[src/rtl/sdinit_pkg.sv]
package sdinit_pkg;

  localparam int IDX_W  = 6;
  localparam int ARG_W  = 32;
  localparam int CODE_W = 4;

  localparam logic [IDX_W-1:0] IDX_GO_IDLE   = 6'd0;
  localparam logic [IDX_W-1:0] IDX_ALL_CID   = 6'd2;
  localparam logic [IDX_W-1:0] IDX_REL_ADDR  = 6'd3;
  localparam logic [IDX_W-1:0] IDX_BUS_WIDTH = 6'd6;
  localparam logic [IDX_W-1:0] IDX_SELECT    = 6'd7;
  localparam logic [IDX_W-1:0] IDX_IF_COND   = 6'd8;
  localparam logic [IDX_W-1:0] IDX_STATUS    = 6'd13;
  localparam logic [IDX_W-1:0] IDX_OP_COND   = 6'd41;
  localparam logic [IDX_W-1:0] IDX_APP       = 6'd55;

  localparam logic [ARG_W-1:0] ARG_IF_COND = 32'h0000_01AA;
  localparam logic [ARG_W-1:0] ARG_OP_VOLT = 32'h00FF_8000;
  localparam logic [ARG_W-1:0] ARG_HCS     = 32'h4000_0000;
  localparam logic [ARG_W-1:0] ARG_BUS4    = 32'h0000_0002;
  localparam logic [11:0]      ECHO_PATTERN = 12'h1AA;
  localparam logic [3:0]       CARD_STATE_TRAN = 4'd4;

  localparam logic [CODE_W-1:0] ERR_NONE         = 4'd0;
  localparam logic [CODE_W-1:0] ERR_APP_LOOP     = 4'd1;
  localparam logic [CODE_W-1:0] ERR_OP_RSP       = 4'd2;
  localparam logic [CODE_W-1:0] ERR_OP_TIMEOUT   = 4'd3;
  localparam logic [CODE_W-1:0] ERR_CID          = 4'd4;
  localparam logic [CODE_W-1:0] ERR_RCA          = 4'd5;
  localparam logic [CODE_W-1:0] ERR_STATUS_RSP   = 4'd6;
  localparam logic [CODE_W-1:0] ERR_TRAN_TIMEOUT = 4'd7;
  localparam logic [CODE_W-1:0] ERR_APP_BUS      = 4'd8;

  typedef enum logic [3:0] {
    STEP_GO_IDLE,
    STEP_IF_COND,
    STEP_APP_LOOP,
    STEP_OP_COND,
    STEP_GET_CID,
    STEP_GET_RCA,
    STEP_SELECT,
    STEP_POLL_STATE,
    STEP_APP_BUS,
    STEP_BUS_WIDTH
  } step_e;

  typedef enum logic [1:0] {
    PH_IDLE,
    PH_ISSUE,
    PH_GAP
  } phase_e;

  typedef struct packed {
    logic [IDX_W-1:0] idx;
    logic [ARG_W-1:0] arg;
    logic             rsp_exp;
    logic             rsp_long;
  } cmd_s;

endpackage

[src/rtl/sdinit_cmd_table.sv]
module sdinit_cmd_table
  import sdinit_pkg::*;
#(
  parameter int RCA_W = 16
) (
  input  step_e            step_i,
  input  logic             v2_i,
  input  logic [RCA_W-1:0] rca_i,
  output cmd_s             cmd_o
);

  localparam int PAD_W = ARG_W - RCA_W;

  logic [ARG_W-1:0] rca_arg;

  assign rca_arg = {rca_i, {PAD_W{1'b0}}};

  always_comb begin
    cmd_o.idx      = IDX_GO_IDLE;
    cmd_o.arg      = '0;
    cmd_o.rsp_exp  = 1'b0;
    cmd_o.rsp_long = 1'b0;
    unique case (step_i)
      STEP_GO_IDLE: begin
        cmd_o.idx = IDX_GO_IDLE;
      end
      STEP_IF_COND: begin
        cmd_o.idx     = IDX_IF_COND;
        cmd_o.arg     = ARG_IF_COND;
        cmd_o.rsp_exp = 1'b1;
      end
      STEP_APP_LOOP: begin
        cmd_o.idx     = IDX_APP;
        cmd_o.rsp_exp = 1'b1;
      end
      STEP_OP_COND: begin
        cmd_o.idx     = IDX_OP_COND;
        cmd_o.arg     = ARG_OP_VOLT | (v2_i ? ARG_HCS : '0);
        cmd_o.rsp_exp = 1'b1;
      end
      STEP_GET_CID: begin
        cmd_o.idx      = IDX_ALL_CID;
        cmd_o.rsp_exp  = 1'b1;
        cmd_o.rsp_long = 1'b1;
      end
      STEP_GET_RCA: begin
        cmd_o.idx     = IDX_REL_ADDR;
        cmd_o.rsp_exp = 1'b1;
      end
      STEP_SELECT: begin
        cmd_o.idx = IDX_SELECT;
        cmd_o.arg = rca_arg;
      end
      STEP_POLL_STATE: begin
        cmd_o.idx     = IDX_STATUS;
        cmd_o.arg     = rca_arg;
        cmd_o.rsp_exp = 1'b1;
      end
      STEP_APP_BUS: begin
        cmd_o.idx     = IDX_APP;
        cmd_o.arg     = rca_arg;
        cmd_o.rsp_exp = 1'b1;
      end
      STEP_BUS_WIDTH: begin
        cmd_o.idx = IDX_BUS_WIDTH;
        cmd_o.arg = ARG_BUS4;
      end
      default: begin
        cmd_o.idx = IDX_GO_IDLE;
      end
    endcase
  end

endmodule

[src/rtl/sdinit_tick_timer.sv]
module sdinit_tick_timer #(
  parameter int CNT_W = 13
) (
  input  logic             clk,
  input  logic             rst_n,
  input  logic             clr_i,
  input  logic             en_i,
  input  logic             tick_i,
  output logic [CNT_W-1:0] count_o
);

  logic [CNT_W-1:0] count_q;
  logic [CNT_W-1:0] count_d;
  logic             count_en;

  assign count_en = clr_i || (en_i && tick_i && (count_q != {CNT_W{1'b1}}));

  always_comb begin
    count_d = count_q + 1'b1;
    if (clr_i) begin
      count_d = '0;
    end
  end

  always_ff @(posedge clk or negedge rst_n) begin
    if (!rst_n) begin
      count_q <= '0;
    end else if (count_en) begin
      count_q <= count_d;
    end
  end

  assign count_o = count_q;

endmodule

[src/rtl/sdinit_capture.sv]
module sdinit_capture #(
  parameter int RSP_W = 128,
  parameter int OCR_W = 32,
  parameter int RCA_W = 16
) (
  input  logic             clk,
  input  logic             rst_n,
  input  logic             clr_i,
  input  logic             ld_ocr_i,
  input  logic             ld_cid_i,
  input  logic             ld_rca_i,
  input  logic [RSP_W-1:0] rsp_i,
  output logic [OCR_W-1:0] ocr_o,
  output logic [RSP_W-1:0] cid_o,
  output logic [RCA_W-1:0] rca_o
);

  localparam int RCA_LSB = OCR_W - RCA_W;

  logic [OCR_W-1:0] ocr_q;
  logic [RSP_W-1:0] cid_q;
  logic [RCA_W-1:0] rca_q;

  always_ff @(posedge clk or negedge rst_n) begin
    if (!rst_n) begin
      ocr_q <= '0;
    end else if (clr_i || ld_ocr_i) begin
      ocr_q <= clr_i ? '0 : rsp_i[OCR_W-1:0];
    end
  end

  always_ff @(posedge clk or negedge rst_n) begin
    if (!rst_n) begin
      cid_q <= '0;
    end else if (clr_i || ld_cid_i) begin
      cid_q <= clr_i ? '0 : rsp_i;
    end
  end

  always_ff @(posedge clk or negedge rst_n) begin
    if (!rst_n) begin
      rca_q <= '0;
    end else if (clr_i || ld_rca_i) begin
      rca_q <= clr_i ? '0 : rsp_i[OCR_W-1:RCA_LSB];
    end
  end

  assign ocr_o = ocr_q;
  assign cid_o = cid_q;
  assign rca_o = rca_q;

endmodule

[src/rtl/sdinit_seq.sv]
module sdinit_seq
  import sdinit_pkg::*;
#(
  parameter int ACMD_TICKS   = 1000,
  parameter int STATUS_TICKS = 5000
) (
  input  logic         clk,
  input  logic         rst_n,
  input  logic         start_i,
  input  logic         tick_i,
  output logic         cmd_req_o,
  output logic [5:0]   cmd_idx_o,
  output logic [31:0]  cmd_arg_o,
  output logic         cmd_rsp_exp_o,
  output logic         cmd_rsp_long_o,
  input  logic         cmd_done_i,
  input  logic [127:0] cmd_rsp_i,
  input  logic         cmd_crc_err_i,
  input  logic         cmd_rsp_tmo_i,
  output logic         busy_o,
  output logic         done_o,
  output logic         fail_o,
  output logic [3:0]   err_code_o,
  output logic         v2_card_o,
  output logic [31:0]  ocr_o,
  output logic [127:0] cid_o,
  output logic [15:0]  rca_o
);

  localparam int RSP_W     = 128;
  localparam int OCR_W     = 32;
  localparam int RCA_W     = 16;
  localparam int LIMIT_MAX = (ACMD_TICKS > STATUS_TICKS) ? ACMD_TICKS : STATUS_TICKS;
  localparam int TMR_W     = $clog2(LIMIT_MAX + 1);
  localparam logic [TMR_W-1:0] ACMD_LIMIT   = TMR_W'(ACMD_TICKS);
  localparam logic [TMR_W-1:0] STATUS_LIMIT = TMR_W'(STATUS_TICKS);

  phase_e             phase_q, phase_d;
  step_e              step_q, step_d;
  logic               v2_q, v2_d;
  logic [CODE_W-1:0]  code_q, code_d;
  logic               done_q, done_d;
  logic               fail_q, fail_d;

  logic               cap_clr, ld_ocr, ld_cid, ld_rca;
  logic               tmr_clr;
  logic               rsp_bad;
  logic               fin;
  logic [CODE_W-1:0]  fcode;
  logic [TMR_W-1:0]   elapsed;
  logic [RCA_W-1:0]   rca_w;
  cmd_s               cmd;

  sdinit_cmd_table #(
    .RCA_W (RCA_W)
  ) i_table (
    .step_i (step_q),
    .v2_i   (v2_q),
    .rca_i  (rca_w),
    .cmd_o  (cmd)
  );

  sdinit_tick_timer #(
    .CNT_W (TMR_W)
  ) i_timer (
    .clk     (clk),
    .rst_n   (rst_n),
    .clr_i   (tmr_clr),
    .en_i    (phase_q != PH_IDLE),
    .tick_i  (tick_i),
    .count_o (elapsed)
  );

  sdinit_capture #(
    .RSP_W (RSP_W),
    .OCR_W (OCR_W),
    .RCA_W (RCA_W)
  ) i_capture (
    .clk      (clk),
    .rst_n    (rst_n),
    .clr_i    (cap_clr),
    .ld_ocr_i (ld_ocr),
    .ld_cid_i (ld_cid),
    .ld_rca_i (ld_rca),
    .rsp_i    (cmd_rsp_i),
    .ocr_o    (ocr_o),
    .cid_o    (cid_o),
    .rca_o    (rca_w)
  );

  assign rsp_bad = cmd.rsp_exp && (cmd_crc_err_i || cmd_rsp_tmo_i);

  always_comb begin
    phase_d = phase_q;
    step_d  = step_q;
    v2_d    = v2_q;
    code_d  = code_q;
    done_d  = 1'b0;
    fail_d  = 1'b0;
    cap_clr = 1'b0;
    ld_ocr  = 1'b0;
    ld_cid  = 1'b0;
    ld_rca  = 1'b0;
    tmr_clr = 1'b0;
    fin     = 1'b0;
    fcode   = ERR_NONE;
    unique case (phase_q)
      PH_IDLE: begin
        if (start_i) begin
          phase_d = PH_ISSUE;
          step_d  = STEP_GO_IDLE;
          v2_d    = 1'b0;
          code_d  = ERR_NONE;
          cap_clr = 1'b1;
        end
      end
      PH_ISSUE: begin
        if (cmd_done_i) begin
          phase_d = PH_GAP;
          unique case (step_q)
            STEP_GO_IDLE: begin
              step_d = STEP_IF_COND;
            end
            STEP_IF_COND: begin
              v2_d    = !rsp_bad && (cmd_rsp_i[11:0] == ECHO_PATTERN);
              step_d  = STEP_APP_LOOP;
              tmr_clr = 1'b1;
            end
            STEP_APP_LOOP: begin
              if (rsp_bad) begin
                fin   = 1'b1;
                fcode = ERR_APP_LOOP;
              end else begin
                step_d = STEP_OP_COND;
              end
            end
            STEP_OP_COND: begin
              if (rsp_bad) begin
                fin   = 1'b1;
                fcode = ERR_OP_RSP;
              end else if (cmd_rsp_i[OCR_W-1]) begin
                ld_ocr = 1'b1;
                step_d = STEP_GET_CID;
              end else if (elapsed >= ACMD_LIMIT) begin
                fin   = 1'b1;
                fcode = ERR_OP_TIMEOUT;
              end else begin
                step_d = STEP_APP_LOOP;
              end
            end
            STEP_GET_CID: begin
              if (rsp_bad) begin
                fin   = 1'b1;
                fcode = ERR_CID;
              end else begin
                ld_cid = 1'b1;
                step_d = STEP_GET_RCA;
              end
            end
            STEP_GET_RCA: begin
              if (rsp_bad) begin
                fin   = 1'b1;
                fcode = ERR_RCA;
              end else begin
                ld_rca = 1'b1;
                step_d = STEP_SELECT;
              end
            end
            STEP_SELECT: begin
              step_d  = STEP_POLL_STATE;
              tmr_clr = 1'b1;
            end
            STEP_POLL_STATE: begin
              if (rsp_bad) begin
                fin   = 1'b1;
                fcode = ERR_STATUS_RSP;
              end else if (cmd_rsp_i[12:9] == CARD_STATE_TRAN) begin
                step_d = STEP_APP_BUS;
              end else if (elapsed >= STATUS_LIMIT) begin
                fin   = 1'b1;
                fcode = ERR_TRAN_TIMEOUT;
              end else begin
                step_d = STEP_POLL_STATE;
              end
            end
            STEP_APP_BUS: begin
              if (rsp_bad) begin
                fin   = 1'b1;
                fcode = ERR_APP_BUS;
              end else begin
                step_d = STEP_BUS_WIDTH;
              end
            end
            STEP_BUS_WIDTH: begin
              fin   = 1'b1;
              fcode = ERR_NONE;
            end
            default: begin
              fin   = 1'b1;
              fcode = ERR_NONE;
            end
          endcase
          if (fin) begin
            phase_d = PH_IDLE;
            done_d  = 1'b1;
            fail_d  = (fcode != ERR_NONE);
            code_d  = fcode;
          end
        end
      end
      PH_GAP: begin
        phase_d = PH_ISSUE;
      end
      default: begin
        phase_d = PH_IDLE;
      end
    endcase
  end

  always_ff @(posedge clk or negedge rst_n) begin
    if (!rst_n) begin
      phase_q <= PH_IDLE;
      step_q  <= STEP_GO_IDLE;
      v2_q    <= 1'b0;
      code_q  <= ERR_NONE;
      done_q  <= 1'b0;
      fail_q  <= 1'b0;
    end else begin
      phase_q <= phase_d;
      step_q  <= step_d;
      v2_q    <= v2_d;
      code_q  <= code_d;
      done_q  <= done_d;
      fail_q  <= fail_d;
    end
  end

  assign cmd_req_o      = (phase_q == PH_ISSUE);
  assign cmd_idx_o      = cmd.idx;
  assign cmd_arg_o      = cmd.arg;
  assign cmd_rsp_exp_o  = cmd.rsp_exp;
  assign cmd_rsp_long_o = cmd.rsp_long;
  assign busy_o         = (phase_q != PH_IDLE);
  assign done_o         = done_q;
  assign fail_o         = fail_q;
  assign err_code_o     = code_q;
  assign v2_card_o      = v2_q;
  assign rca_o          = rca_w;

endmodule

[config.mk]
export PLATFORM = sky130hd
export DESIGN_NAME = sdinit_seq
export DESIGN_NICKNAME = d
export VERILOG_FILES = /design/src/rtl/sdinit_pkg.sv /design/src/rtl/sdinit_cmd_table.sv /design/src/rtl/sdinit_tick_timer.sv /design/src/rtl/sdinit_capture.sv /design/src/rtl/sdinit_seq.sv
export SDC_FILE = /design/constraint.sdc
export NUM_CORES = 1
export LEC_CHECK = 0
export ABC_AREA = 1
export BUFFER_PORTS_ARGS = -buffer_cell sky130_fd_sc_hd__buf_2
export CORE_MARGIN = 4
export CORE_UTILIZATION = 45
export CTS_CLUSTER_DIAMETER = 150
export CTS_CLUSTER_SIZE = 10
export DETAILED_ROUTE_END_ITERATION = 6
export PLACE_DENSITY = 0.79
export SLEW_MARGIN = 25
export SYNTH_ARGS = -nofsm -noshare
export SYNTH_HDL_FRONTEND = slang
export SYNTH_SLANG_ARGS = --single-unit
[constraint.sdc]
create_clock -name clk -period 4.8 [get_ports clk]
set_input_delay 0.24 -clock clk [delete_from_list [all_inputs] [get_ports clk]]
set_output_delay 0.24 -clock clk [all_outputs]
set_load 0.005 [all_outputs]
==> key figures <==
Global routing
  • Vias in the first global route: 8,425
  • Global-route wire length before repair: 44,300 µm
  • Pin count of the biggest net entering global routing: roughly 130
  • Antenna violations before repair: 1
  • Grt ovf: 0
  • GR Util All Layers: 25.15%

Finish
  • Most common cell after layout, fill and taps aside: sky130_fd_sc_hd__nand2_1
  • Area growth from synthesis to final layout: 37.30%
  • Post-Layout Cell Count: 1,680
  • Utilization of the core after routing: between 60% and 70%
  • Commonest cells after routing, fill and taps aside: 376 x sky130_fd_sc_hd__nand2_1, 348 x sky130_fd_sc_hd__buf_2, 202 x sky130_fd_sc_hd__dfrtp_1
  • Count of filler cells inserted in the layout: 1,516
  • Post-layout net count: around 1.6k
  • Fraction of final layout cells with drive strength greater than 1: 28.26%

Hold path
  • Worst hold path type: input pin to flip-flop
  • Worst Hold Endpoint: i_capture.cid_o[101]$_DFFE_PN0P_
  • Min-Delay Startpoint: cmd_rsp_i[101]
  • Hold depth: 3

Logic synthesis
  • Netlist cell types: 35
  • Share of synthesized area occupied by flip-flops and latches: 58.10%
  • Main area contributors after synthesis: sky130_fd_sc_hd__dfrtp_1 58%, sky130_fd_sc_hd__nand2_1 16%, sky130_fd_sc_hd__o21ai_0 10%
  • Most area-hungry cell type in the Yosys netlist: sky130_fd_sc_hd__dfrtp_1
  • Top cell type's share of synthesized area: 58.10%
  • Synthesized area: 0.008701 mm²
  • Mean post-synth cell area: around 8.6 µm²
  • Synthesized instance count: roughly 1k
  • Register bit count reported by yosys: a little over 200
  • Warnings, synthesis: 0

Power
  • Pleak: 0.006496 µW
  • Max IR drop VDD: 290.1 µV
  • Total power divided by cell area: 587.1 mW/mm²

Detailed routing
  • Antenna-violating nets left: 0
  • WL/cell: 16.76 µm
  • Total routed wirelength: 28,160 µm
  • Number of remaining DRC errors: 0
  • Length of the first detailed-routing pass in iterations: 6
  • DR iter-0 viols: 541
  • Vias/cell: approximately 5
  • DR vias: 8,608

Timing
  • FMAX: 362.8 MHz
  • Clock period minus final worst setup slack: 2.757 ns
  • Post-route fraction of the period consumed by the critical path: a little under three fifths
  • Normalized max-slew margin: 38.08%
  • Worst Clk Skew: 0.02114 ns
  • Setup repair after global routing missed its margin: no
  • Final Setup Violations: 0
  • Sum Neg Setup Slack: 0 ns
  • Max Transition Viols Final: 0
  • Transition time at the pin with the least slew margin: between 0.9 and 1 ns
  • Worst setup margin: ~2.0 ns
  • Endpoints failing hold: 0
  • Hold slack: approximately 0.0024 ns

Clock network
  • Max clock buf depth: 3
  • Number of sinks handled by clock tree synthesis: slightly above 200
  • Num CTS Buffers: 24
  • Number of instances resized during post-cts repair: 0
  • Count of H-tree levels built during CTS: 1
  • CTS tree: done
  • Root buffer cell: sky130_fd_sc_hd__clkbuf_16
  • Clock-pin slew of the registers on the worst-case setup and hold paths: 0.06 ns
  • Clock latency at the later pin of the worst-skew pair: 0.52 ns

Placement
  • Total half-perimeter wirelength after legalization and detailed placement: 18,710 µm
  • Count of buffers inserted at the top-level ports: 349
  • Setup Slack @ Placement: 2.095 ns
  • Routability congestion estimate from global placement: about 0.9
  • # placed instances: 1,578

Worst setup path
  • Required time worst endpoint: 5.16 ns
  • Worst reg-to-reg setup slack: 2.04 ns
  • Worst reg2reg startpoint: phase_q[1]$_DFFE_PN0P_
  • Path depth of the worst reg2reg path: 9
  • Path type of the worst setup path: flip-flop to flip-flop
  • Endpoint of the worst-slack reg-to-reg timing path: i_capture.ocr_o[13]$_DFFE_PN0P_
  • Kind of end point of the critical path: flip-flop
  • Largest driver fanout on the critical path: between 60 and 70
  • Arr. time, crit path: 3.12 ns
  • Sort of element at the start of the critical path: flip-flop

Job
  • Max capacitance violation total: 0

Die
  • Horizontal extent of the die: 147.1 µm
  • Core ar.: between 0.015 and 0.02 mm²
  • Initial Utilization: 46.21%
  • Row count: 50
  • Area of the die: 0.02162 mm²
  • Number of primary I/O pins: 360
  • Die Height: 147.1 µm

Outcome
  • Result of the run: completed
cells by family (layout without fill, tap and decap cells):
family	count (synthesis)	in the layout	synth area share [%]
fa+ha+maj	2	2	0.2876
flops	202	202	58.10
xor+xnor	4	4	0.4027
simple gates	466	466	21.41
compound gates	222	222	13.43
other cells	1	11	0.04310
buf+inv	119	513	6.327
cell type report:
cell class / instances / area, µm² / share of cell area, %
Clock inverter: 2 / 25.02 / 0.2095
Tap cell: 260 / 325.3 / 2.723
Antenna cell: 1 / 2.502 / 0.02095
Inverter: 52 / 195.2 / 1.634
Timing Repair Buffer: 435 / 2603 / 21.78
Sequential cell: 202 / 5055 / 42.31
Clock buffer: 24 / 600.6 / 5.027
Multi-Input combinational cell: 704 / 3141 / 26.29
critical path, stage by stage, from the launching register on:
cell and delay (ns):
sky130_fd_sc_hd__dfrtp_1 0.39, sky130_fd_sc_hd__nor2_1 0.66, sky130_fd_sc_hd__inv_1 0.26, sky130_fd_sc_hd__nor2_2 0.29
sky130_fd_sc_hd__inv_1 0.15, sky130_fd_sc_hd__nor2_2 0.24, sky130_fd_sc_hd__a21oi_4 0.08, sky130_fd_sc_hd__buf_4 0.31
sky130_fd_sc_hd__nand2_1 0.13, sky130_fd_sc_hd__o21ai_0 0.09
timing repair:
item                      CTS  global route
buffers inserted            0             0
hold buffers               75             0
hold endpoints to repair  197             0
registers in the layout (all words and copies together), names as in the netlist:
register / cells
done_o: 1
err_code_o: 4
fail_o: 1
i_capture.cid_o: 128
i_capture.ocr_o: 32
i_capture.rca_o: 16
i_timer.count_o: 13
phase_q: 2
step_q: 4
v2_card_o: 1
routing by layer:
layer	track usage [%]	up-vias	part of all wire, %
met5	0	-	0
met4	10.48	0	4.0
met3	5.182	87	9.0
met2	43.76	475	50
met1	30.53	3997	37
li1	-	4049	-
worst max-delay path by stage:
| stage | from | endpoint | cells after the start | slack [ns] |
|---|---|---|---|---|
| 3_3_place_gp | phase_q[1]$_DFFE_PN0P_ | i_capture.ocr_o[9]$_DFFE_PN0P_ | 9 | 2.09 |
| 6_report | phase_q[1]$_DFFE_PN0P_ | i_capture.ocr_o[13]$_DFFE_PN0P_ | 9 | 2.04 |
| 5_1_grt | phase_q[1]$_DFFE_PN0P_ | i_capture.ocr_o[10]$_DFFE_PN0P_ | 9 | 1.76 |
| 3_5_place_dp | phase_q[1]$_DFFE_PN0P_ | i_capture.ocr_o[10]$_DFFE_PN0P_ | 9 | 2.09 |
| 2_1_floorplan | step_q[3]$_DFFE_PN0P_ | i_timer.count_o[6]$_DFFE_PN0P_ | 10 | 3.08 |
| 4_1_cts | step_q[1]$_DFFE_PN0P_ | cmd_arg_o[30] | 6 | 2.03 |
synth_stat cells:
master                     count
sky130_fd_sc_hd__a21oi_1       8
sky130_fd_sc_hd__a21oi_4       1
sky130_fd_sc_hd__a22o_1        1
sky130_fd_sc_hd__a31oi_2       1
sky130_fd_sc_hd__a31oi_4       1
sky130_fd_sc_hd__buf_2        23
sky130_fd_sc_hd__buf_4        20
sky130_fd_sc_hd__clkbuf_1     24
sky130_fd_sc_hd__conb_1        1
sky130_fd_sc_hd__dfrtp_1     202
sky130_fd_sc_hd__ha_1          2
sky130_fd_sc_hd__inv_1        51
sky130_fd_sc_hd__inv_2         1
sky130_fd_sc_hd__nand2_1     377
sky130_fd_sc_hd__nand2_4       1
sky130_fd_sc_hd__nand3_1      17
sky130_fd_sc_hd__nand3_2       2
sky130_fd_sc_hd__nand3b_1      1
sky130_fd_sc_hd__nand4_1      11
sky130_fd_sc_hd__nor2_1       39
sky130_fd_sc_hd__nor2_2        4
sky130_fd_sc_hd__nor2_4        1
sky130_fd_sc_hd__nor3_1        8
sky130_fd_sc_hd__nor3b_1       1
sky130_fd_sc_hd__nor4_1        3
sky130_fd_sc_hd__o211ai_1      2
sky130_fd_sc_hd__o21a_1        2
sky130_fd_sc_hd__o21ai_0     176
sky130_fd_sc_hd__o21ai_1      26
sky130_fd_sc_hd__o21bai_1      1
sky130_fd_sc_hd__o22ai_1       1
sky130_fd_sc_hd__o31ai_1       2
sky130_fd_sc_hd__or2_2         1
sky130_fd_sc_hd__xnor2_1       1
sky130_fd_sc_hd__xor2_1        3
power by group:
group | switching, µW | internal, µW
combinational | 1580 | 1030
clock | 649 | 883
sequential | 457 | 2410
total | 2680 | 4330
through the flow:
| step | power, µW | area [µm²] |
|---|---|---|
| final | 7014 | 11950 |
| after global routing | 7524 | 11950 |
| after CTS | 6997 | 11940 |
| after detailed placement | 5394 | 10560 |
| after global placement | 5306 | 10560 |
| after floorplan | 4182 | 8735 |
(Power assumes the default switching activity.)
